**config.mk**
```make
export PLATFORM = sky130hd
export DESIGN_NAME = rx_status_flags
export DESIGN_NICKNAME = d
export VERILOG_FILES = /design/src/rtl/rx_status_pkg.sv /design/src/rtl/rx_status_dp.sv /design/src/rtl/rx_status_ctl.sv /design/src/rtl/rx_status_flags.sv
export SDC_FILE = /design/constraint.sdc
export NUM_CORES = 1
export LEC_CHECK = 0
export BUFFER_PORTS_ARGS = -buffer_cell sky130_fd_sc_hd__buf_2
export CAP_MARGIN = 30
export CORE_MARGIN = 5
export CORE_UTILIZATION = 39
export DETAILED_ROUTE_END_ITERATION = 6
export PLACE_DENSITY = 0.75
export SETUP_SLACK_MARGIN = 0.15
export SLEW_MARGIN = 10
export SYNTH_ARGS = -nofsm -noshare
export SYNTH_HDL_FRONTEND = slang
export SYNTH_SLANG_ARGS = --single-unit
```
**constraint.sdc**
```tcl
create_clock -name clk -period 1.31 [get_ports clk]
set_input_delay 0.1965 -clock clk [delete_from_list [all_inputs] [get_ports clk]]
set_output_delay 0.1965 -clock clk [all_outputs]
set_load 0.03 [all_outputs]
```
**src/rtl/rx_status_pkg.sv**
```systemverilog
package rx_status_pkg;
  localparam int FLAG_FULL = 0;
  localparam int FLAG_OVR  = 1;
  localparam int NUM_FLAGS = 2;

  typedef struct packed {
    logic loadData;
  } dpStrobe_t;
endpackage

```
**src/rtl/rx_status_dp.sv**
```systemverilog
module rx_status_dp
  import rx_status_pkg::*;
#(
  parameter int DATA_W = 8
) (
  input  logic              clk,
  input  logic              rstN,
  input  dpStrobe_t         strb,
  input  logic [DATA_W-1:0] rxByte,
  output logic [DATA_W-1:0] dataQ
);
  always_ff @(posedge clk) begin
    if (!rstN)              dataQ <= '0;
    else if (strb.loadData) dataQ <= rxByte;
  end
endmodule

```
**src/rtl/rx_status_ctl.sv**
```systemverilog
module rx_status_ctl
  import rx_status_pkg::*;
(
  input  logic                 clk,
  input  logic                 rstN,
  input  logic                 rxDone,
  input  logic                 rxEnable,
  input  logic                 syncMode,
  input  logic                 stsRd,
  input  logic                 stsWr,
  input  logic [NUM_FLAGS-1:0] wrBits,
  input  logic                 dmaAck,
  output logic [NUM_FLAGS-1:0] flagQ,
  output dpStrobe_t            strb,
  output logic                 rxInhibit,
  output logic                 txInhibit
);
  logic [NUM_FLAGS-1:0] armQ;
  logic [NUM_FLAGS-1:0] setEv;
  logic [NUM_FLAGS-1:0] hwClr;
  logic                 accept;

  // a character only counts when enabled and no overrun is pending
  assign accept = rxDone & rxEnable & ~flagQ[FLAG_OVR];

  always_comb begin
    setEv[FLAG_FULL] = accept & ~flagQ[FLAG_FULL];
    setEv[FLAG_OVR]  = accept &  flagQ[FLAG_FULL];
    hwClr[FLAG_FULL] = dmaAck;
    hwClr[FLAG_OVR]  = 1'b0;
  end

  assign strb.loadData = setEv[FLAG_FULL];
  assign rxInhibit     = flagQ[FLAG_OVR] | ~rxEnable;
  assign txInhibit     = flagQ[FLAG_OVR] & syncMode;

  for (genvar i = 0; i < NUM_FLAGS; i++) begin : g_flag
    logic wrZero, swClr, flagNext, armNext;
    assign wrZero   = stsWr & ~wrBits[i];
    assign swClr    = wrZero & armQ[i];
    // hardware set outranks any clear in the same cycle
    assign flagNext = setEv[i] | (flagQ[i] & ~swClr & ~hwClr[i]);
    // qualification: earned by reading a 1, spent by a write of 0, lost when the flag drops
    assign armNext  = flagNext & ~wrZero & (armQ[i] | (stsRd & flagQ[i]));

    always_ff @(posedge clk) begin
      if (!rstN) begin
        flagQ[i] <= 1'b0;
        armQ[i]  <= 1'b0;
      end else begin
        flagQ[i] <= flagNext;
        armQ[i]  <= armNext;
      end
    end
  end

  // the ready flag only falls after a write of 0 or a DMA acknowledge
  p_full_fall_cause_r2: assert property (@(posedge clk) disable iff (!rstN)
    $fell(flagQ[FLAG_FULL]) |-> $past(dmaAck || (stsWr && !wrBits[FLAG_FULL])));

  // the overrun flag only falls after a write of 0 to it
  p_ovr_fall_cause_r6: assert property (@(posedge clk) disable iff (!rstN)
    $fell(flagQ[FLAG_OVR]) |-> $past(stsWr && !wrBits[FLAG_OVR]));

  // no flag rises without a received character
  p_no_sw_set_r8: assert property (@(posedge clk) disable iff (!rstN)
    $rose(flagQ[FLAG_FULL]) || $rose(flagQ[FLAG_OVR]) |-> $past(rxDone && rxEnable));

  // a pending overrun always inhibits reception
  p_ovr_inhibit_r5: assert property (@(posedge clk) disable iff (!rstN)
    flagQ[FLAG_OVR] |-> rxInhibit);
endmodule

```
**src/rtl/rx_status_flags.sv**
```systemverilog
module rx_status_flags
  import rx_status_pkg::*;
#(
  parameter int DATA_W = 8
) (
  input  logic              clk,
  input  logic              rstN,
  input  logic              rxDone,
  input  logic [DATA_W-1:0] rxByte,
  input  logic              rxEnable,
  input  logic              syncMode,
  input  logic              stsRd,
  input  logic              stsWr,
  input  logic              wrFull,
  input  logic              wrOvr,
  input  logic              dmaAck,
  input  logic              rxIntEn,
  input  logic              errIntEn,
  output logic [DATA_W-1:0] rdData,
  output logic              fullFlag,
  output logic              ovrFlag,
  output logic              rxIrq,
  output logic              errIrq,
  output logic              rxInhibit,
  output logic              txInhibit
);
  dpStrobe_t            strb;
  logic [NUM_FLAGS-1:0] flagQ;
  logic [NUM_FLAGS-1:0] wrBits;

  always_comb begin
    wrBits[FLAG_FULL] = wrFull;
    wrBits[FLAG_OVR]  = wrOvr;
  end

  rx_status_ctl ctl_i (
    .clk(clk), .rstN(rstN), .rxDone(rxDone), .rxEnable(rxEnable),
    .syncMode(syncMode), .stsRd(stsRd), .stsWr(stsWr), .wrBits(wrBits),
    .dmaAck(dmaAck), .flagQ(flagQ), .strb(strb),
    .rxInhibit(rxInhibit), .txInhibit(txInhibit)
  );

  rx_status_dp #(.DATA_W(DATA_W)) dp_i (
    .clk(clk), .rstN(rstN), .strb(strb), .rxByte(rxByte), .dataQ(rdData)
  );

  assign fullFlag = flagQ[FLAG_FULL];
  assign ovrFlag  = flagQ[FLAG_OVR];
  assign rxIrq    = fullFlag & rxIntEn;
  assign errIrq   = ovrFlag & errIntEn;

  // accepted byte lands in the data register with the ready flag up
  p_load_r1: assert property (@(posedge clk) disable iff (!rstN)
    rxDone && rxEnable && !ovrFlag && !fullFlag |=> fullFlag && rdData == $past(rxByte));

  // a byte arriving on a full register raises overrun and keeps old data
  p_overrun_keep_r4: assert property (@(posedge clk) disable iff (!rstN)
    rxDone && rxEnable && !ovrFlag && fullFlag |=> ovrFlag && $stable(rdData));

  // data register frozen while an overrun is pending
  p_ovr_freeze_r5: assert property (@(posedge clk) disable iff (!rstN)
    ovrFlag |=> $stable(rdData));

  // without a write, the overrun flag holds whatever rxEnable does
  p_ovr_hold_r7: assert property (@(posedge clk) disable iff (!rstN)
    ovrFlag && !stsWr |=> ovrFlag);
endmodule

```
==> metrics <==
Die ar. 2202 µm²; deepest level of the CTS H-tree 1; ANT cells 0; category of the critical setup timing path reg2reg; Synth-to-Final Area Change 45.41%; Crit Path Max Fanout 8; clock latency on the worst-skew pair 0.28 ns; average cell area after synthesis 9.329 µm²; number of vias per cell after detailed routing about 4.8; clock root buffer sky130_fd_sc_hd__clkbuf_4; status finished clean; Finish-stage setup viols 0; total power per unit cell area 1086 nW/µm²; required time worst endpoint about 1.5 ns; combined area of all synthesized cells around 530 µm²; vertical die dimension between 40 and 50 µm; Post-CTS Repair Setup Buffers 0; RSZ-0062 raised after global routing true; maximum number of pins on one net before global-route repair 21; CTS tree done; Remaining Overflow, GRT 0; final setup TNS 0 ns; detailed-router iteration count before antenna repair 4; Finished Core Util 0.5942; total clock sinks 12; Cells after Synth 57; count of final hold-check violations 0; Max VDD drop about 0.62 mV; share of the cycle needed by the critical path after routing 0.8921; count of routing violations after the opening detailed-route iteration 5; number of maximum-capacitance constraint violations 0; number of antenna violations at the first check in global routing 0; crit path DAT about 1.4 ns; routed vias just over 500; DRC viols 0; effective utilization at floorplan 0.4087; fraction of synthesized cell area taken by the top area cell type 0.4518; vias in the first global route roughly 480; IO Pins 34; sequential share of the synthesized area 0.4518; first-pass GRT wire length approximately 1900 µm; area used by sequential logic in the layout ~250 µm²; site row count 13; antenna viol nets, final 0; relative max-transition margin 0.7981; startpoint type of the worst setup path flip-flop; yosys synthesis warning count 0; routed wirelength normalized by instance count between 10 and 15 µm; Peak Freq 855.7 MHz; Yosys cell types 19; commonest non-fill, non-tap cell in the layout sky130_fd_sc_hd__buf_2; max-slew violation count 0; category of the worst setup path capture point flip-flop; Routed Wire Length ~1200 µm; number of flip-flops and latches in the synthesized netlist 12; Clock Skew slightly below 0.007 ns; overall die width between 40 and 50 µm; final worst path period need about 1.2 ns; most frequent cells in the layout 29 x sky130_fd_sc_hd__buf_2, 16 x sky130_fd_sc_hd__nand2_1, 10 x sky130_fd_sc_hd__dfxtp_1; HP Class in2reg; total global routing track utilization 0.1264; # placed instances between 100 and 150; static leakage 0.3921 nW; Core Area between 1000 and 1500 µm²; clock transition time at the flip-flop clock pins of the worst setup and hold paths around 0.080 ns; cell type with the largest total area after synthesis sky130_fd_sc_hd__dfxtp_1; transition time at the pin with the least slew margin a little over 0.3 ns; fill cell count ~130; half-perimeter wire length after detailed placement around 930 µm; Synthesized Nets between 70 and 80; multi-input gate area in the final layout 269.0 µm²; quantity of I/O buffers inserted on ports 33; non-filler cells in the finished layout about 110; Area contributors post-synth sky130_fd_sc_hd__dfxtp_1 45%, sky130_fd_sc_hd__mux2i_1 15%, sky130_fd_sc_hd__nand2_1 11%; share of final-layout standard cells stronger than drive strength 1 0.4565; count of nets after finishing 113; Hold-fix buffers, CTS 0; clock buffer count from CTS 3; weighted congestion at the end of routability-driven global placement 0.7521; maximum number of buffers from clock root to sink 2
## area by class of cell
type / instances / share of cell area
timing repair buffer: 34 / 0.2557
sequential: 12 / 0.3204
multi-input combinational: 41 / 0.3479
tap: 15 / 0.02427
clock buffer: 4 / 0.04693
inverter: 1 / 0.004854
## per-stage QoR
step                      cell area [µm²]  hold WS, ns  power [mW]  setup WS (ns)
final                               773.2       0.1492      0.8400         0.1414
after detailed placement            706.9       0.4456      0.5445         0.1097
after CTS                           754.5       0.1335      0.8572         0.1407
after global routing                773.2       0.1420      0.8929         0.1037
after global placement              706.9       0.4399      0.5423         0.1707
after floorplan                     536.8       0.3386      0.4915         0.1653
## report_power, final
part           switching, mW  internal, mW  total, mW
logic                 0.0865        0.0665      0.153
registers            0.00988         0.379      0.389
clock network          0.129         0.169      0.298
total                  0.226         0.614      0.840
## final timing paths
kind	from	to	slack, ns	cells past startpoint
max	ctl_i.flagQ[1]	dp_i.dataQ[2]	0.14	3
min	rxByte[1]	dp_i.dataQ[1]	0.15	3
max reg2reg	ctl_i.flagQ[1]	dp_i.dataQ[2]	0.14	3
min reg2reg	ctl_i.armQ[1]	ctl_i.flagQ[1]	0.44	1
## synth_stat cells
library cell                n
sky130_fd_sc_hd__a21o_1     1
sky130_fd_sc_hd__nand3b_1   1
sky130_fd_sc_hd__nand2_1   16
sky130_fd_sc_hd__mux2i_1    8
sky130_fd_sc_hd__o2111a_1   1
sky130_fd_sc_hd__a311oi_1   1
sky130_fd_sc_hd__and3b_1    1
sky130_fd_sc_hd__nand2b_1   2
sky130_fd_sc_hd__inv_1      1
sky130_fd_sc_hd__a31oi_1    1
sky130_fd_sc_hd__a22o_1     1
sky130_fd_sc_hd__buf_2      2
sky130_fd_sc_hd__nor4_1     1
sky130_fd_sc_hd__and4bb_1   1
sky130_fd_sc_hd__and2_1     3
sky130_fd_sc_hd__a21oi_1    1
sky130_fd_sc_hd__buf_6      1
sky130_fd_sc_hd__nor2b_1    2
sky130_fd_sc_hd__dfxtp_1   12
## flip-flops by register name (all words and copies together), names as in the netlist
signal and flops:
ctl_i.armQ 2, dp_i.dataQ 8, ctl_i.flagQ 2
## logic make-up after synthesis
group / count (synthesis) / share of synthesized area
flip-flops: 12 / 0.4518
multiplexers: 8 / 0.1506
AND/OR/NAND/NOR: 27 / 0.2612
AO/OA/AOI/OAI: 6 / 0.08942
buffers and inverters: 4 / 0.04705
## critical path, stage by stage, from the launching register on
cell and delay [ns]:
sky130_fd_sc_hd__dfxtp_4 0.37, sky130_fd_sc_hd__and4bb_2 0.35, sky130_fd_sc_hd__buf_6 0.16, sky130_fd_sc_hd__mux2i_1 0.21
## per-layer routing
metal | routed length (µm) | global-route usage | vias up
li1 | - | - | 264
met1 | 485 | 0.1415 | 226
met2 | 622 | 0.2005 | 21
met3 | 100 | 0.05747 | 2
met4 | 4 | 0.06630 | 0
met5 | 0 | 0 | -
## timing repair
action,in CTS,in global routing
resized for setup,5,7
endpoints found under the setup margin,10,8
hold endpoints to repair,0,0
Power figures use the tool's default switching activity.
